[src/rtl/rtc_regfront_pkg.sv]
package rtc_regfront_pkg;

  localparam int ADDR_W = 3;

  typedef enum logic [ADDR_W-1:0] {
    RA_KEY    = 3'd0,
    RA_CTRL   = 3'd1,
    RA_STAT   = 3'd2,
    RA_SUBSEC = 3'd3,
    RA_TIME   = 3'd4,
    RA_DATE   = 3'd5
  } reg_addr_e;

  typedef enum logic [1:0] {
    KS_LOCKED = 2'd0,
    KS_HALF   = 2'd1,
    KS_OPEN   = 2'd2
  } key_st_e;

  // Next key state for one bus cycle.
  function automatic key_st_e key_next(key_st_e s, logic key_wr, logic other_wr,
                                       logic [7:0] d, logic [7:0] k1, logic [7:0] k2);
    key_st_e n;
    n = s;
    case (s)
      KS_LOCKED: if (key_wr && d == k1) n = KS_HALF;
      KS_HALF: begin
        if (key_wr && d == k2) n = KS_OPEN;
        else if (key_wr || other_wr) n = KS_LOCKED;
      end
      KS_OPEN: if (key_wr) n = KS_LOCKED;
      default: n = KS_LOCKED;
    endcase
    return n;
  endfunction

endpackage

[src/rtl/rtc_key_fsm.sv]
module rtc_key_fsm
  import rtc_regfront_pkg::*;
#(
  parameter logic [7:0] KEY1 = 8'hCA,
  parameter logic [7:0] KEY2 = 8'h53
) (
  input  logic       clk,
  input  logic       rst_n,
  input  logic       key_wr,
  input  logic       other_wr,
  input  logic [7:0] key_byte,
  output logic       unlocked
);

  key_st_e st;

  always_ff @(posedge clk or negedge rst_n) begin
    if (!rst_n) st <= KS_LOCKED;
    else        st <= key_next(st, key_wr, other_wr, key_byte, KEY1, KEY2);
  end

  assign unlocked = (st == KS_OPEN);

  // opening happens only on the second key after the first
  a_r1_open_needs_key2: assert property (@(posedge clk) disable iff (!rst_n)
    $rose(unlocked) |-> $past(key_wr && key_byte == KEY2 && st == KS_HALF));

  // any key write while open locks
  a_r2_relock: assert property (@(posedge clk) disable iff (!rst_n)
    (key_wr && unlocked) |=> !unlocked);

  // any other access in the half state goes back to locked
  a_r3_half_abort: assert property (@(posedge clk) disable iff (!rst_n)
    (st == KS_HALF && other_wr) |=> st == KS_LOCKED);

endmodule

[src/rtl/rtc_init_hs.sv]
module rtc_init_hs #(
  parameter int DLY = 2
) (
  input  logic clk,
  input  logic rst_n,
  input  logic kce,
  input  logic req_we,
  input  logic req_val,
  output logic req,
  output logic active
);

  localparam int CW = (DLY > 1) ? $clog2(DLY) : 1;

  logic [CW-1:0] cnt;

  always_ff @(posedge clk or negedge rst_n) begin
    if (!rst_n) req <= 1'b0;
    else if (req_we) req <= req_val;
  end

  always_ff @(posedge clk or negedge rst_n) begin
    if (!rst_n) begin
      active <= 1'b0;
      cnt    <= '0;
    end else if (!req) begin
      active <= 1'b0;
      cnt    <= '0;
    end else if (!active && kce) begin
      if (cnt == CW'(DLY - 1)) active <= 1'b1;
      else                     cnt    <= cnt + 1'b1;
    end
  end

  // acknowledge only rises while the request is held
  a_r5_ack_needs_req: assert property (@(posedge clk) disable iff (!rst_n)
    $rose(active) |-> $past(req) && req);

  // a withdrawn request drops the acknowledge next clock
  a_r6_ack_drops: assert property (@(posedge clk) disable iff (!rst_n)
    !req |=> !active);

endmodule

[src/rtl/rtc_shadow_sync.sv]
module rtc_shadow_sync #(
  parameter int SS_W = 16,
  parameter int TM_W = 24,
  parameter int DT_W = 24
) (
  input  logic            clk,
  input  logic            rst_n,
  input  logic            kce,
  input  logic [SS_W-1:0] cal_subsec,
  input  logic [TM_W-1:0] cal_time,
  input  logic [DT_W-1:0] cal_date,
  input  logic            rd_lo,
  input  logic            rd_date,
  input  logic            sync_clr,
  output logic [SS_W-1:0] sh_subsec,
  output logic [TM_W-1:0] sh_time,
  output logic [DT_W-1:0] sh_date,
  output logic            sync,
  output logic            frozen,
  output logic            refresh
);

  logic phase;

  // Refresh on every second kernel tick, never while frozen or being frozen.
  assign refresh = kce && phase && !frozen && !rd_lo;

  always_ff @(posedge clk or negedge rst_n) begin
    if (!rst_n) phase <= 1'b0;
    else if (kce) phase <= ~phase;
  end

  always_ff @(posedge clk or negedge rst_n) begin
    if (!rst_n) begin
      sh_subsec <= '0;
      sh_time   <= '0;
      sh_date   <= '0;
    end else if (refresh) begin
      sh_subsec <= cal_subsec;
      sh_time   <= cal_time;
      sh_date   <= cal_date;
    end
  end

  always_ff @(posedge clk or negedge rst_n) begin
    if (!rst_n) frozen <= 1'b0;
    else if (rd_date) frozen <= 1'b0;
    else if (rd_lo) frozen <= 1'b1;
  end

  always_ff @(posedge clk or negedge rst_n) begin
    if (!rst_n) sync <= 1'b0;
    else if (refresh) sync <= 1'b1;
    else if (sync_clr) sync <= 1'b0;
  end

  // the flag only rises on a refresh
  a_r8_sync_on_refresh: assert property (@(posedge clk) disable iff (!rst_n)
    $rose(sync) |-> $past(refresh));

  // frozen shadows hold their value
  a_r10_frozen_stable: assert property (@(posedge clk) disable iff (!rst_n)
    frozen |=> $stable(sh_date) && $stable(sh_time));

  // a low-order read freezes at once
  a_r11_lo_read_freezes: assert property (@(posedge clk) disable iff (!rst_n)
    (rd_lo && !rd_date) |=> frozen && $stable(sh_time));

endmodule

[src/rtl/rtc_regfront.sv]
module rtc_regfront
  import rtc_regfront_pkg::*;
#(
  parameter int         DW       = 32,
  parameter int         SS_W     = 16,
  parameter int         TM_W     = 24,
  parameter int         DT_W     = 24,
  parameter int         INIT_DLY = 2,
  parameter logic [7:0] KEY1     = 8'hCA,
  parameter logic [7:0] KEY2     = 8'h53
) (
  input  logic              clk,
  input  logic              rst_n,
  input  logic              kce,
  input  logic [ADDR_W-1:0] addr,
  input  logic              wr_en,
  input  logic [DW-1:0]     wr_data,
  input  logic              rd_en,
  output logic [DW-1:0]     rd_data,
  input  logic [SS_W-1:0]   cal_subsec,
  input  logic [TM_W-1:0]   cal_time,
  input  logic [DT_W-1:0]   cal_date,
  output logic              cal_hold,
  output logic              cal_wr_time,
  output logic              cal_wr_date,
  output logic [DW-1:0]     cal_wr_data
);

  localparam int PAD_SS = DW - SS_W;
  localparam int PAD_TM = DW - TM_W;
  localparam int PAD_DT = DW - DT_W;

  logic unlocked, init_req, init_active, sync, frozen, refresh;
  logic key_wr, other_wr, ctrl_we, stat_we, rd_lo, rd_date;
  logic time_load, date_load;
  logic [SS_W-1:0] sh_subsec;
  logic [TM_W-1:0] sh_time;
  logic [DT_W-1:0] sh_date;

  // Named bus events
  assign key_wr    = wr_en && addr == RA_KEY;
  assign other_wr  = wr_en && addr != RA_KEY;
  assign ctrl_we   = wr_en && addr == RA_CTRL && unlocked;
  assign stat_we   = wr_en && addr == RA_STAT;
  assign time_load = wr_en && addr == RA_TIME && unlocked && init_active;
  assign date_load = wr_en && addr == RA_DATE && unlocked && init_active;
  assign rd_lo     = rd_en && (addr == RA_SUBSEC || addr == RA_TIME);
  assign rd_date   = rd_en && addr == RA_DATE;

  rtc_key_fsm #(.KEY1(KEY1), .KEY2(KEY2)) u_key (
    .clk(clk), .rst_n(rst_n), .key_wr(key_wr), .other_wr(other_wr),
    .key_byte(wr_data[7:0]), .unlocked(unlocked)
  );

  rtc_init_hs #(.DLY(INIT_DLY)) u_init (
    .clk(clk), .rst_n(rst_n), .kce(kce), .req_we(ctrl_we),
    .req_val(wr_data[0]), .req(init_req), .active(init_active)
  );

  rtc_shadow_sync #(.SS_W(SS_W), .TM_W(TM_W), .DT_W(DT_W)) u_shadow (
    .clk(clk), .rst_n(rst_n), .kce(kce),
    .cal_subsec(cal_subsec), .cal_time(cal_time), .cal_date(cal_date),
    .rd_lo(rd_lo), .rd_date(rd_date), .sync_clr(stat_we && !wr_data[0]),
    .sh_subsec(sh_subsec), .sh_time(sh_time), .sh_date(sh_date),
    .sync(sync), .frozen(frozen), .refresh(refresh)
  );

  always_ff @(posedge clk or negedge rst_n) begin
    if (!rst_n) begin
      cal_wr_time <= 1'b0;
      cal_wr_date <= 1'b0;
      cal_wr_data <= '0;
    end else begin
      cal_wr_time <= time_load;
      cal_wr_date <= date_load;
      if (time_load || date_load) cal_wr_data <= wr_data;
    end
  end

  assign cal_hold = init_active;

  always_comb begin
    rd_data = '0;
    case (addr)
      RA_CTRL:   rd_data[0] = init_req;
      RA_STAT:   rd_data[2:0] = {unlocked, init_active, sync};
      RA_SUBSEC: rd_data = {{PAD_SS{1'b0}}, sh_subsec};
      RA_TIME:   rd_data = {{PAD_TM{1'b0}}, sh_time};
      RA_DATE:   rd_data = {{PAD_DT{1'b0}}, sh_date};
      default:   rd_data = '0;
    endcase
  end

  // a load pulse needs the unlock and the acknowledge one cycle before
  a_r7_load_gated: assert property (@(posedge clk) disable iff (!rst_n)
    (cal_wr_time || cal_wr_date) |-> $past(unlocked && init_active));

  // a locked CTRL write leaves the init request unchanged
  a_r4_locked_ctrl: assert property (@(posedge clk) disable iff (!rst_n)
    (wr_en && addr == RA_CTRL && !unlocked) |=> $stable(init_req));

  // load pulses last one cycle per write
  a_r7_one_pulse: assert property (@(posedge clk) disable iff (!rst_n)
    cal_wr_time && !$past(wr_en) |-> 1'b0);

endmodule

[config.mk]
export PLATFORM = sky130hd
export DESIGN_NAME = rtc_regfront
export DESIGN_NICKNAME = d
export VERILOG_FILES = /design/src/rtl/rtc_regfront_pkg.sv /design/src/rtl/rtc_key_fsm.sv /design/src/rtl/rtc_init_hs.sv /design/src/rtl/rtc_shadow_sync.sv /design/src/rtl/rtc_regfront.sv
export SDC_FILE = /design/constraint.sdc
export NUM_CORES = 1
export LEC_CHECK = 0
export CAP_MARGIN = 20
export CORE_ASPECT_RATIO = 0.8
export CORE_MARGIN = 4
export CORE_UTILIZATION = 50
export CTS_BUF_LIST = sky130_fd_sc_hd__clkbuf_8
export CTS_CLUSTER_DIAMETER = 50
export DETAILED_ROUTE_END_ITERATION = 10
export PLACE_DENSITY = 0.94
export SYNTH_ARGS = -nofsm -noshare
export SYNTH_HDL_FRONTEND = slang
export SYNTH_SLANG_ARGS = --single-unit
[constraint.sdc]
create_clock -name clk -period 3.02 [get_ports clk]
set_input_delay 0.302 -clock clk [delete_from_list [all_inputs] [get_ports clk]]
set_output_delay 0.302 -clock clk [all_outputs]
set_load 0.01 [all_outputs]
==> results of run 1 <==
-- layout make-up --
| class | instances | area [um^2] | area share [%] |
|---|---|---|---|
| multi-input combinational | 208 | 1840 | 28.0 |
| timing repair buffer | 173 | 1730 | 26.4 |
| tap | 115 | 144 | 2.19 |
| sequential | 106 | 2650 | 40.4 |
| clock buffer | 10 | 138 | 2.09 |
| clock inverter | 6 | 63.8 | 0.971 |
-- worst min path at each step --
stage,start,to,cells after the start
after floorplan,rst_n,cal_wr_data[0],0
after global placement,u_shadow.phase,u_shadow.phase,1
after detailed placement,u_shadow.phase,u_shadow.phase,1
after CTS,rst_n,u_shadow.sh_date[16],1
after global routing,rst_n,u_shadow.sh_time[19],2
final,rst_n,u_shadow.sh_time[19],2
-- flip-flops by register name, indices dropped and copies added, names as in the netlist --
| register | cells |
|---|---|
| u_shadow.sync | 1 |
| u_shadow.sh_subsec | 16 |
| u_shadow.sh_date | 24 |
| cal_wr_date | 1 |
| u_init.active | 1 |
| u_key.st | 2 |
| u_shadow.sh_time | 24 |
| u_init.req | 1 |
| u_init.cnt | 1 |
| u_shadow.phase | 1 |
| cal_wr_time | 1 |
| u_shadow.frozen | 1 |
| cal_wr_data | 32 |
-- Yosys cell counts (4+ instances only) --
| cell | n |
|---|---|
| buf_6 | 6 |
| nor2b_1 | 5 |
| nor2_1 | 8 |
| a21oi_1 | 4 |
| o21ai_0 | 14 |
| dfrtp_1 | 106 |
| buf_2 | 7 |
| buf_4 | 9 |
| mux2i_1 | 23 |
| nand2_1 | 20 |
| mux2_1 | 49 |
| clkbuf_1 | 5 |
| mux2_2 | 49 |
-- placed cells by master, fill, tap and decap left out, types with 2 or more instances in the layout --
cell and count:
mux2_2 49, dfrtp_1 106, o22ai_1 2, nor2b_1 5
a21oi_1 4, nor4b_1 3, nand2_1 20, buf_4 9
o21ai_0 14, conb_1 8, clkdlybuf4s50_1 160, clkbuf_8 10
nor2_1 8, nand2b_1 3, and3b_1 2, a22oi_1 2
a221oi_1 2, mux2_1 49, mux2i_1 23, inv_6 2
-- power by group --
part           internal, mW  total, mW  switching, mW
sequential             1.87       2.10          0.235
combinational         0.607      0.969          0.362
clock                 0.409      0.895          0.486
total                  2.88       3.97           1.08
-- layer usage --
| layer | routed length (um) | part of all wire, % | global-route usage [%] | vias to the layer above |
|---|---|---|---|---|
| li1 | - | - | - | 1493 |
| met4 | 104 | 0.95 | 5.80 | 0 |
| met5 | 0 | 0 | 0 | - |
| met1 | 4550 | 41 | 25.2 | 1619 |
| met2 | 5440 | 50 | 34.0 | 130 |
| met3 | 875 | 8.0 | 6.25 | 13 |
-- per-stage QoR --
| stage | utilization (%) | cell area, um^2 | setup WS [ns] | hold slack (ns) |
|---|---|---|---|---|
| 5_1_grt | 72.4 | 6570 | 0.183 | 0.300 |
| 4_1_cts | 72.0 | 6530 | 0.280 | 0.148 |
| 3_5_place_dp | 69.8 | 6330 | 0.291 | 0.466 |
| 3_3_place_gp | 69.8 | 6330 | 0.377 | 0.453 |
| 6_report | 72.4 | 6570 | 0.320 | 0.304 |
| 2_1_floorplan | - | 4680 | 1.14 | 0.00641 |
-- worst max-delay path, delay by kind of cell --
kind	cells	cell delay, ns
compound gates	1	0.11
buf+inv	2	1.22
simple gates	2	0.76
-- logic make-up after synthesis --
family / after synthesis / synth area share, %
compound gates: 28 / 4.01
xor+xnor: 1 / 0.188
buf+inv: 28 / 4.14
flops: 106 / 57.0
mux: 121 / 28.7
other cells: 1 / 0.0806
simple gates: 50 / 5.92
-- what timing repair did --
action,in CTS,in global routing
setup endpoints to repair,0,0
hold buffers,0,1
hold endpoints to repair,0,5
setup buffers,0,0
==> metrics.csv, run 1 <==
metric;value;unit
outcome;completed;
Synth top area share;57.0;%
R2R depth;4;
kind of start point of the critical path;input port;
reg2reg setup slack;1.26;ns
Synth Instances;335;
Final Skew;0.00760;ns
Root Driver;clkbuf_8;
HP Class;in -> async;
Synth Cell Area;4650;um^2
Max Cap Violations;0;
Post-synth EDFFs;0;
Vias;3255;
n_diodes;0;
DRT iter0 DRCs;102;
hold violation count in the final report;0;
Async S/R FF share, synth;100;%
Post-synth top flop;dfrtp_1;
Initial Utilization;51.3;%
# fillers;654;
RR Endpoint;cal_wr_data[12];
initial antenna violation count;0;
CP max stage cell;clkdlybuf4s50_1;
PwrDens;604;nW/um^2
CP Max Fanout;14;
Worst Path Arrival;2.40;ns
Relative slew margins;56.9;%
DRC errors left;0;
Setup TNS;0;ns
drt pass-1 iters;5;
grt total ovfl;0;
CP max stage delay;0.63;ns
Inst Count DP;600;
top post-synthesis cells by area;dfrtp_1 (57%), mux2_1 (12%), mux2_2 (12%);
gr usage total;20.2;%
post-synthesis sequential area ratio;57.0;%
period utilization;89.4;%
Top Ports;171;
dpl hpwl;8.09;mm
layout cells sized above 1;15.7;%
Reg2Reg Launch Point;u_key.st[0];
Worst setup startpoint;addr[1];
Tot Pwr;3.97;mW
Chip Height;94.3;um
Area Growth Syn to Fin;41.2;%
Worst setup endpoint;rd_data[13];
fin. max-slew vios;0;
Avg WL per Cell;17.7;um
Routed Antenna Nets;0;
first-pass GRT wire length;17.2;mm
Worst Path Required;2.72;ns
clock latency on the worst-skew pair;0.35;ns
Worst-path clk slew;0.10;ns
post-synth cell types;35;
fin cells;618;
Worst Max-Slew Pin Slew;0.647;ns
DR vias/cell;5.27;
site row count;31;
port bufs;162;
Leak;2.88;nW
number of global-route vias before repair;3493;
DIE WIDTH;116;um
Synth area leader;dfrtp_1;
critical path class;in -> out;
largest net degree at the start of global routing;85;
nets;602;
synth warn;0;
core footprint;9080;um^2
Achievable Freq;370;MHz
clk buf depth;2;
syn avg cell area;13.9;um^2
RSZ-0062 raised after global routing;false;
Worst VDD drop;397;uV
H-tree level count;3;
Placer Congestion;0.770;
Seq cells post-synth;106;
cts bufs inserted;9;
CTS resizes;0;
CTS tree;built;
Final min period;2.70;ns
Most Frequent Cell on Critical Path;clkdlybuf4s50_1;
CTS Sinks;106;
crit path capture type;output port;
critical-path cell list;clkdlybuf4s50_1 -> and3b_1 -> nand2_1 -> o21ai_0 -> clkdlybuf4s50_1;
count of final setup violators;0;
drt total wl;11.0;mm
die area;10900;um^2
No activity file was read; power rests on OpenSTA's default activity.
==> run 2: changes to the inputs <==
--- a/config.mk
+++ b/config.mk
@@ -5,6 +5,7 @@
 export SDC_FILE = /design/constraint.sdc
 export NUM_CORES = 1
 export LEC_CHECK = 0
+export ABC_AREA = 1
 export CAP_MARGIN = 20
 export CORE_ASPECT_RATIO = 0.8
 export CORE_MARGIN = 4
@@ -12,7 +13,7 @@
 export CTS_BUF_LIST = sky130_fd_sc_hd__clkbuf_8
 export CTS_CLUSTER_DIAMETER = 50
 export DETAILED_ROUTE_END_ITERATION = 10
-export PLACE_DENSITY = 0.94
+export PLACE_DENSITY = 0.93
 export SYNTH_ARGS = -nofsm -noshare
 export SYNTH_HDL_FRONTEND = slang
 export SYNTH_SLANG_ARGS = --single-unit
==> run 2 against run 1 <==
  * Area after synthesis grew 3.3%
  * Clock skew grew 0.0043 ns
  * Largest cell class unchanged
  * Core utilization shrank 1.0 points
  * Cell area grew 0.30%
  * Synthesized cell count grew 73%
  * Critical endpoint is now rd_data[4]
  * Setup slack gained 0.0076 ns
  * Register-to-register slack gained 0.07 ns
  * Critical path type unchanged
==> metrics.csv, run 2 <==
metric;value;unit;change
DRC errors left;0;;unchanged
commonest cells after routing, fill and taps aside;nand2_1 (225), clkdlybuf4s50_1 (161), dfrtp_1 (106);;
Comb power frac;25.3;%;+0.9 points
port bufs;162;;unchanged
Routed Antenna Nets;0;;unchanged
drt total wl;12.9;mm;+17%
HP Class;reg -> reg;;
drt pass-1 iters;5;;unchanged
Chip Height;95.7;um;+1.5%
Synth Instances;579;;+73%
CTS resizes;0;;unchanged
PwrDens;585;nW/um^2;-3.2%
gr usage total;23.5;%;+3.3 points
register area;2650;um^2;unchanged
CTS Sinks;106;;unchanged
Sw Ratio;31.9;%;+4.6 points
Worst Path Arrival;2.39;ns;about the same
Setup TNS;0;ns;unchanged
outcome;completed;;
Final min period;2.69;ns;-0.00764 ns
Worst Path Required;2.72;ns;about the same
CP Max Fanout;16;;+2
dpl hpwl;9.47;mm;+17%
syn avg cell area;8.30;um^2;-40%
Area Growth Syn to Fin;37.1;%;
Root Driver;clkbuf_8;;
Placer Congestion;0.916;;+19%
Max Cap Violations;0;;unchanged
Psw;1.23;mW;+14%
largest registers;cal_wr_data: 32 flops, u_shadow.sh_date: 24 flops, u_shadow.sh_time: 24 flops;;
synth warn;0;;unchanged
largest net degree at the start of global routing;65;;-24%
Power Internal;2.62;mW;-9.1%
DP Worst Slack;0.366;ns;+0.0750 ns
Top Ports;171;;unchanged
Largest register FFs;32;;unchanged
DRT iter0 DRCs;338;;+230%
critical path class;in -> out;;
most common cell in the netlist;nand2_1;;
Post-synth EDFFs;0;;unchanged
post-synth cell types;26;;-26%
site row count;31;;unchanged
Post-synth top flop;dfrtp_1;;
sequential share of power;55.2;%;+2.2 points
Biggest register;cal_wr_data;;
Synth area leader;dfrtp_1;;
Worst VDD drop;392;uV;-1.2%
DIE WIDTH;118;um;+1.5%
cts bufs inserted;9;;unchanged
Worst Max-Slew Pin Slew;0.645;ns;-0.00188 ns
top post-synthesis cells by area;dfrtp_1 (55%), nand2_1 (18%), nand3_1 (8.6%);;
Final Skew;0.0119;ns;+0.00431 ns
fin. max-slew vios;0;;unchanged
Vias;4393;;+35%
count of final setup violators;0;;unchanged
Seq cells post-synth;106;;unchanged
initial antenna violation count;0;;unchanged
H-tree level count;3;;unchanged
number of global-route vias before repair;4382;;+25%
CTS tree;built;;
area taken by multi-input logic gates;1740;um^2;-5.6%
hold violation count in the final report;0;;unchanged
RSZ-0062 raised after global routing;false;;
Synth Cell Area;4810;um^2;+3.3%
# fillers;687;;+5.0%
nets;832;;+38%
most common library cell in the layout ignoring fill and taps;nand2_1;;
grt total ovfl;0;;unchanged
DR vias/cell;5.19;;-1.5%
die area;11300;um^2;+3.1%
post-synthesis sequential area ratio;55.2;%;-1.8 points
clk buf depth;2;;unchanged
Synth top cells by count;nand2_1 (227), dfrtp_1 (106), nand3_1 (83), inv_1 (46), o21ai_0 (32);;
core footprint;9230;um^2;+1.7%
power share of the clock group;19.4;%;-3.2 points
Relative slew margins;57.0;%;+0.13 points
Leak;3.21;nW;+12%
clock latency on the worst-skew pair;0.36;ns;about the same
kind of start point of the critical path;input port;;
Achievable Freq;371;MHz;+0.28%
Initial Utilization;52.1;%;+0.81 points
first-pass GRT wire length;21.3;mm;+24%
Synth top area share;55.2;%;-1.8 points
crit path capture type;output port;;
Async S/R FF share, synth;100;%;unchanged
layout cells sized above 1;4.64;%;-11 points
Avg WL per Cell;15.2;um;-14%
Worst-path clk slew;0.09;ns;about the same
period utilization;89.2;%;-0.25 points
final worst slack;0.327;ns;+0.00764 ns
n_diodes;0;;unchanged
WHS;0.482;ns;+0.179 ns
-- run 2: cell count changes in the layout (fill, tap and decap cells not counted), sizes merged, moves of 3 or more --
cell | previous run | this run
o21ai | 14 | 35
mux2 | 98 | 0
nand3 | 1 | 85
nor2b | 5 | 0
nor2 | 8 | 15
nand2 | 20 | 228
inv | 3 | 50
a22o | 0 | 8
mux2i | 23 | 0
buf | 12 | 9
nor4b | 3 | 0
nand2b | 3 | 0
clkinvlp | 1 | 4
-- run 2: power by group through the flow --
stage / clock (mW) / combinational [mW] / sequential (mW)
after floorplan: 0 / 0.588 / 2.06
after detailed placement: 0 / 0.983 / 2.14
after CTS: 0.773 / 0.989 / 2.12
final: 0.749 / 0.975 / 2.13
after global placement: 0 / 0.927 / 2.11
after global routing: 0.835 / 1.11 / 2.18
-- run 2: logic make-up (layout without fill, tap and decap cells) --
group           count (synthesis)  count (layout)  share of synthesized area [%]
other cells                     1               8                         0.0780
buf+inv                        88             234                           9.47
compound gates                 49              49                           6.04
flops                         106             106                           55.2
xor+xnor                        1               1                          0.182
simple gates                  334             334                           29.0
-- run 2: routing by layer --
metal / vias to the layer above / part of all wire [%] / global-route usage (%)
met5: - / 0 / 0
met1: 2076 / 40 / 28.8
met3: 23 / 7.1 / 6.64
li1: 2102 / - / -
met2: 192 / 51 / 41.2
met4: 0 / 2.1 / 7.32
-- run 2: cell type report --
class / count / share of cell area (%)
Clock buffer: 9 / 1.88
Multi-Input combinational cell: 392 / 26.4
Tap cell: 115 / 2.18
Sequential cell: 106 / 40.3
Timing Repair Buffer: 171 / 26.0
Inverter: 48 / 2.73
Clock inverter: 6 / 0.570
-- run 2: worst paths after layout --
kind,startpoint,to,slack [ns],depth (start not counted)
max in group asynchronous,rst_n,u_init.cnt,1.78,3
worst min register to register,u_shadow.sh_subsec[3],u_shadow.sh_subsec[3],0.48,2
worst max register to register,u_key.st[0],cal_wr_data[24],1.33,5
min in group asynchronous,rst_n,cal_wr_data[13],0.51,2
worst min-delay path,u_shadow.sh_subsec[3],u_shadow.sh_subsec[3],0.48,2
worst max-delay path,addr[2],rd_data[4],0.33,7
-- run 2: critical path, cell delays in order --
cell and delay [ns]:
clkdlybuf4s50_1 0.52, inv_2 0.13, nand3_1 0.10, inv_1 0.45
nand2_1 0.15, nand3_1 0.16, clkdlybuf4s50_1 0.57
-- run 2: through the flow --
stage	total power [mW]	instance area, um^2	instances	util, %
3_5_place_dp	3.13	6420	831	69.5
3_3_place_gp	3.04	6420	831	69.5
2_1_floorplan	2.65	4830	586	-
6_report	3.85	6590	847	71.4
4_1_cts	3.88	6590	847	71.4
5_1_grt	4.13	6590	847	71.4
-- run 2: timing repair --
action,CTS,global route
setup buffers,0,0
hold buffers,1,0
endpoints found under the hold margin,49,0
